**src/rtl/gpio_pkg.sv**
```systemverilog
package gpio_pkg;
    localparam int REG_AW = 3;

    typedef enum logic [REG_AW-1:0] {
        REG_PORT  = 3'd0,
        REG_LAT   = 3'd1,
        REG_DIR   = 3'd2,
        REG_ANSEL = 3'd3,
        REG_ODC   = 3'd4
    } gpio_reg_e;
endpackage

```
**src/rtl/gpio_sync.sv**
```systemverilog
module gpio_sync #(
    parameter int N_PINS = 5
) (
    input  logic              clk,
    input  logic              rst_n,
    input  logic [N_PINS-1:0] async_in,
    output logic [N_PINS-1:0] sync_out
);
    logic [N_PINS-1:0] stage1_q;
    logic [N_PINS-1:0] stage2_q;

    always_ff @(posedge clk or negedge rst_n) begin
        if (!rst_n) begin
            stage1_q <= '0;
            stage2_q <= '0;
        end else begin
            stage1_q <= async_in;
            stage2_q <= stage1_q;
        end
    end

    assign sync_out = stage2_q;
endmodule

```
**src/rtl/gpio_regs.sv**
```systemverilog
module gpio_regs
    import gpio_pkg::*;
#(
    parameter int                N_PINS      = 5,
    parameter logic [N_PINS-1:0] ANALOG_MASK = 5'b00110,
    parameter logic [N_PINS-1:0] OD_MASK     = 5'b00011
) (
    input  logic              clk,
    input  logic              rst_n,
    input  logic              bus_we,
    input  logic [REG_AW-1:0] bus_addr,
    input  logic [N_PINS-1:0] bus_wdata,
    input  logic [N_PINS-1:0] pin_sync,
    output logic [N_PINS-1:0] dir_q,
    output logic [N_PINS-1:0] lat_q,
    output logic [N_PINS-1:0] ansel_q,
    output logic [N_PINS-1:0] odc_q,
    output logic [N_PINS-1:0] bus_rdata
);
    gpio_reg_e reg_sel;
    logic      wr_lat;
    logic      wr_dir;
    logic      wr_ansel;
    logic      wr_odc;

    assign reg_sel = gpio_reg_e'(bus_addr);

    always_comb begin
        wr_lat   = 1'b0;
        wr_dir   = 1'b0;
        wr_ansel = 1'b0;
        wr_odc   = 1'b0;
        unique case (reg_sel)
            REG_PORT, REG_LAT: wr_lat   = bus_we;
            REG_DIR:           wr_dir   = bus_we;
            REG_ANSEL:         wr_ansel = bus_we;
            REG_ODC:           wr_odc   = bus_we;
            default: ;
        endcase
    end

    always_ff @(posedge clk or negedge rst_n) begin
        if (!rst_n) begin
            dir_q   <= '1;
            lat_q   <= '0;
            ansel_q <= ANALOG_MASK;
            odc_q   <= '0;
        end else begin
            if (wr_lat)   lat_q   <= bus_wdata;
            if (wr_dir)   dir_q   <= bus_wdata;
            if (wr_ansel) ansel_q <= bus_wdata & ANALOG_MASK;
            if (wr_odc)   odc_q   <= bus_wdata & OD_MASK;
        end
    end

    always_comb begin
        unique case (reg_sel)
            REG_PORT:  bus_rdata = pin_sync & ~ansel_q;
            REG_LAT:   bus_rdata = lat_q;
            REG_DIR:   bus_rdata = dir_q;
            REG_ANSEL: bus_rdata = ansel_q;
            REG_ODC:   bus_rdata = odc_q;
            default:   bus_rdata = '0;
        endcase
    end

    // either data address loads the latch with the written value
    a_r3_latch_write: assert property (@(posedge clk) disable iff (!rst_n)
        (bus_we && (bus_addr == REG_PORT || bus_addr == REG_LAT)) |=> (lat_q == $past(bus_wdata)));

    // direction register moves only on a software write to it
    a_r7_dir_sw_only: assert property (@(posedge clk) disable iff (!rst_n)
        !(bus_we && bus_addr == REG_DIR) |=> $stable(dir_q));

    // writes to unmapped addresses leave every register untouched
    a_r11_unmapped_wr: assert property (@(posedge clk) disable iff (!rst_n)
        (bus_we && bus_addr > REG_ODC) |=> $stable({dir_q, lat_q, ansel_q, odc_q}));
endmodule

```
**src/rtl/gpio_pin_mux.sv**
```systemverilog
module gpio_pin_mux #(
    parameter bit OD_CAPABLE = 1'b0
) (
    input  logic clk,
    input  logic rst_n,
    input  logic dir_bit,
    input  logic lat_bit,
    input  logic odc_bit,
    input  logic per_oe,
    input  logic per_dat,
    input  logic per_in,
    output logic pad_out,
    output logic pad_oe
);
    logic drive_out;
    logic drive_dat;

    always_comb begin
        if (per_oe) begin
            drive_out = 1'b1;
            drive_dat = per_dat;
        end else if (per_in) begin
            drive_out = 1'b0;
            drive_dat = lat_bit;
        end else begin
            drive_out = ~dir_bit;
            drive_dat = lat_bit;
        end
    end

    generate
        if (OD_CAPABLE) begin : g_od
            always_comb begin
                if (odc_bit) begin
                    pad_out = 1'b0;
                    pad_oe  = drive_out & ~drive_dat;
                end else begin
                    pad_out = drive_dat;
                    pad_oe  = drive_out;
                end
            end
        end else begin : g_pp
            logic unused_odc;
            assign unused_odc = odc_bit;
            assign pad_out    = drive_dat;
            assign pad_oe     = drive_out;
        end
    endgenerate

    // a peripheral takeover always ends with the pad driven or released to a high level
    a_r5_periph_drives: assert property (@(posedge clk) disable iff (!rst_n)
        per_oe |-> (pad_oe ? (pad_out == (per_dat & ~(OD_CAPABLE & odc_bit))) : (per_dat && OD_CAPABLE && odc_bit)));

    // forced input with no peripheral output releases the pad
    a_r6_force_input: assert property (@(posedge clk) disable iff (!rst_n)
        (per_in && !per_oe) |-> !pad_oe);

    // an open-drain pin never drives a one
    a_r10_od_no_high: assert property (@(posedge clk) disable iff (!rst_n)
        (OD_CAPABLE && odc_bit && pad_oe) |-> !pad_out);
endmodule

```
**src/rtl/gpio_port.sv**
```systemverilog
module gpio_port
    import gpio_pkg::*;
#(
    parameter int                N_PINS      = 5,
    parameter logic [N_PINS-1:0] ANALOG_MASK = 5'b00110,
    parameter logic [N_PINS-1:0] OD_MASK     = 5'b00011
) (
    input  logic              clk,
    input  logic              rst_n,
    input  logic              bus_we,
    input  logic [REG_AW-1:0] bus_addr,
    input  logic [N_PINS-1:0] bus_wdata,
    output logic [N_PINS-1:0] bus_rdata,
    input  logic [N_PINS-1:0] per_out_en,
    input  logic [N_PINS-1:0] per_out_dat,
    input  logic [N_PINS-1:0] per_in_force,
    input  logic [N_PINS-1:0] pad_in,
    output logic [N_PINS-1:0] pad_out,
    output logic [N_PINS-1:0] pad_oe
);
    logic [N_PINS-1:0] pin_sync;
    logic [N_PINS-1:0] dir_q;
    logic [N_PINS-1:0] lat_q;
    logic [N_PINS-1:0] ansel_q;
    logic [N_PINS-1:0] odc_q;

    gpio_sync #(.N_PINS(N_PINS)) u_sync (
        .clk      (clk),
        .rst_n    (rst_n),
        .async_in (pad_in),
        .sync_out (pin_sync)
    );

    gpio_regs #(
        .N_PINS      (N_PINS),
        .ANALOG_MASK (ANALOG_MASK),
        .OD_MASK     (OD_MASK)
    ) u_regs (
        .clk       (clk),
        .rst_n     (rst_n),
        .bus_we    (bus_we),
        .bus_addr  (bus_addr),
        .bus_wdata (bus_wdata),
        .pin_sync  (pin_sync),
        .dir_q     (dir_q),
        .lat_q     (lat_q),
        .ansel_q   (ansel_q),
        .odc_q     (odc_q),
        .bus_rdata (bus_rdata)
    );

    logic unused_ansel;
    assign unused_ansel = ^ansel_q;

    generate
        for (genvar i = 0; i < N_PINS; i++) begin : g_pin
            gpio_pin_mux #(.OD_CAPABLE(OD_MASK[i])) u_mux (
                .clk     (clk),
                .rst_n   (rst_n),
                .dir_bit (dir_q[i]),
                .lat_bit (lat_q[i]),
                .odc_bit (odc_q[i]),
                .per_oe  (per_out_en[i]),
                .per_dat (per_out_dat[i]),
                .per_in  (per_in_force[i]),
                .pad_out (pad_out[i]),
                .pad_oe  (pad_oe[i])
            );
        end
    endgenerate

    // an output pin keeps its driver whatever its analog selection
    a_r9_analog_drives: assert property (@(posedge clk) disable iff (!rst_n)
        (per_out_en != '0) |-> ((pad_oe & per_out_en & ~odc_q) == (per_out_en & ~odc_q)));
endmodule

```
**config.mk**
```make
export PLATFORM = sky130hd
export DESIGN_NAME = gpio_port
export DESIGN_NICKNAME = d
export VERILOG_FILES = /design/src/rtl/gpio_pkg.sv /design/src/rtl/gpio_sync.sv /design/src/rtl/gpio_regs.sv /design/src/rtl/gpio_pin_mux.sv /design/src/rtl/gpio_port.sv
export SDC_FILE = /design/constraint.sdc
export NUM_CORES = 1
export LEC_CHECK = 0
export CAP_MARGIN = 15
export CORE_MARGIN = 2
export CORE_UTILIZATION = 43
export DETAILED_ROUTE_END_ITERATION = 6
export GPL_TIMING_DRIVEN = 1
export PLACE_DENSITY = 0.79
export SLEW_MARGIN = 5
export SYNTH_ARGS = -nofsm -noshare
export SYNTH_HDL_FRONTEND = slang
export SYNTH_SLANG_ARGS = --single-unit
```
**constraint.sdc**
```tcl
create_clock -name clk -period 1.6 [get_ports clk]
set_input_delay 0.32 -clock clk [delete_from_list [all_inputs] [get_ports clk]]
set_output_delay 0.32 -clock clk [all_outputs]
set_load 0.005 [all_outputs]
```
==> flow_summary.json <==
{
  "status": "finished with violations",
  "violations": "negative setup slack",
  "cp.arrival_ns": 1.47,
  "worstSetupEndpointType": "primary output",
  "setup-violations-final": 7,
  "pre_cts_ws_ns": -0.737,
  "areaGrowthSynthToFinish_pct": 50.3,
  "period_share": 1.12,
  "layout_common_cells": "clkdlybuf4s50_1, mux2_2, buf_4, dfrtp_1, buf_2",
  "syn_nets": 126,
  "via_per_inst": 5.07,
  "clk_latency_ns": 0.31,
  "clk_path_buf_depth": 2,
  "hold_class": "in -> async",
  "die_y_um": 56.7,
  "worstMarginPinSlew_ns": 0.365,
  "seqPwrFrac": 0.462,
  "maxCapViolations": 0,
  "ant_nets": 0,
  "clock.fmax_mhz": 557,
  "wirelength_um": 2620,
  "final_max_slew_viol_count": 0,
  "rsz0062_at_grt": "yes",
  "drc": 0,
  "grt_max_degree": 25,
  "antenna_cells": 0,
  "p_sw_frac": 0.238,
  "fin_nets": 184,
  "first_global_vias": 1003,
  "setup_slack_ns": -0.194,
  "postCtsHoldBufs": 0,
  "cts_tree": "built",
  "p_leak_nw": 0.811,
  "h-tree-depth": 1,
  "globalplace.congestion": 0.797,
  "grt_util_all_layers": 0.173,
  "slew_headroom": 0.753,
  "ys_types": 24,
  "synth.top_cell.area_share": 0.356,
  "power.switching_w": 0.000405,
  "grt-ovfl-total": 0,
  "post_drt_wl_per_cell_um": 14.3,
  "fillCellCount": 207,
  "critical_path_required_ns": 1.28,
  "fin_hold_ws_ns": 0.340,
  "fin_skew_ns": 0.000233,
  "dp_hpwl_um": 2000,
  "dr.pass1.iters": 3,
  "synthTopCellsByArea": "dfrtp_1, mux2_2, dfstp_2",
  "ctsRootBufferMaster": "clkbuf_4",
  "intPower_w": 0.00130,
  "clock-sinks": 24,
  "netlist_area_mm2": 0.00119,
  "multiInputGateArea_um2": 544,
  "hold_violations": 0,
  "numPortBuffers": 45,
  "vias": 927,
  "ioPinCount": 46,
  "clk_pin_slew_ns": 0.13,
  "die_x_um": 56.7,
  "crit_type": "reg -> out",
  "ir_drop_uv": 810,
  "clkPwrFrac": 0.252,
  "avgSynthCellArea_um2": 12.6,
  "fp.coreArea_mm2": 0.00269,
  "rows": 19,
  "yosysWarnings": 0,
  "initial_utilization": 0.445,
  "ys_seq_area_frac": 0.510,
  "layout_commonest_cell": "clkdlybuf4s50_1",
  "crit_fanout": 2,
  "drt_iter0_drc": 9,
  "powerDensity_mw_per_mm2": 950,
  "drive_gt1_frac": 0.507,
  "total_power_w": 0.00171,
  "antenna_found_initial": 0,
  "period_minus_slack_ns": 1.79,
  "seqCellArea_um2": 609,
  "numCtsBuffers": 3,
  "critPathLaunchType": "register",
  "tns_ns": -0.716,
  "ys_ff_latch": 24,
  "die-area_mm2": 0.00322,
  "pwr-share-comb": 0.286,
  "postSynthCellCount": 95,
  "synth_area_leader_cell": "dfrtp_1",
  "grt_pass1_wl_um": 4370
}
==> per-stage QoR <==
| stage | instances | utilization | area [um2] |
|---|---|---|---|
| floorplan | 95 | - | 1190 |
| global placement | 176 | 0.643 | 1730 |
| detailed placement | 176 | 0.643 | 1730 |
| CTS | 183 | 0.665 | 1790 |
| global route | 183 | 0.668 | 1800 |
| finish | 183 | 0.668 | 1800 |
==> cells in the mapped netlist <==
cell	count
nor4b_1	1
mux2i_1	4
dfstp_2	7
o22ai_1	1
clkbuf_1	1
nor3b_2	1
a221oi_2	1
nand2_1	2
or2_0	2
nor2b_1	4
and4bb_2	1
dfrtp_1	17
a21oi_1	7
buf_4	11
nand3b_1	1
o21ai_0	1
mux2_2	20
a2bb2oi_1	1
and3b_1	2
buf_2	1
nand4b_1	1
o21bai_1	3
or3b_1	1
nor2_1	4
==> per-layer routing <==
layer	track usage	vias up	wire, um
li1	-	443	-
met1	0.226	453	1110
met2	0.302	29	1350
met3	0.0253	2	139
met4	0.0408	0	12
met5	0	-	0
==> final timing paths <==
path	from	end	slack (ns)	cells past startpoint
setup / recovery	u_regs.ansel_q[2]	bus_rdata[2]	-0.19	3
hold / removal	rst_n	u_regs.odc_q[1]	0.34	2
setup reg to reg	u_regs.lat_q[1]	u_regs.lat_q[1]	0.60	3
hold reg to reg	u_sync.stage1_q[0]	u_sync.sync_out[0]	0.36	0
max in group asynchronous	rst_n	u_regs.dir_q[3]	0.98	2
min in group clk	u_sync.stage1_q[0]	u_sync.sync_out[0]	0.36	0
==> flip-flops by register name, summed over array words and instances (netlist names) <==
register / count
u_regs.dir_q: 5
u_regs.lat_q: 5
u_sync.stage1_q: 5
u_sync.sync_out: 5
u_regs.ansel_q: 2
u_regs.odc_q: 2
==> cell families (layout without fill, tap and decap cells) <==
kind of cell | after synthesis | after routing | synth area share
muxes | 24 | 24 | 0.222
DFF | 24 | 24 | 0.510
and+or+nand+nor | 20 | 20 | 0.114
AOI/OAI and AO/OA | 14 | 14 | 0.0775
buffers and inverters | 13 | 70 | 0.0764
==> what timing repair did <==
action,4_1_cts,5_1_grt
buffers inserted,3,3
setup endpoints to repair,25,14
pin swaps,4,3
resized for setup,66,16
==> worst max-delay path, stage by stage (launching register included) <==
cell and delay (ns):
dfstp_2 0.39, or3b_1 0.38, a221oi_2 0.24, buf_2 0.15
==> cell type report <==
class / count / share of cell area
Sequential cell: 24 / 0.339
Timing Repair Buffer: 66 / 0.307
Multi-Input combinational cell: 58 / 0.303
Tap cell: 31 / 0.0216
Clock inverter: 1 / 0.0167
Clock buffer: 3 / 0.0125
==> power by group through the flow <==
stage	Combinational, W	Sequential [W]	Clock (W)
2_1_floorplan	0.000236	0.000775	0
3_3_place_gp	0.000464	0.000789	0
3_5_place_dp	0.000478	0.000790	0
4_1_cts	0.000478	0.000780	0.000437
5_1_grt	0.000532	0.000800	0.000471
6_report	0.000488	0.000788	0.000431
Note: power is estimated with default switching activity, not from simulation.
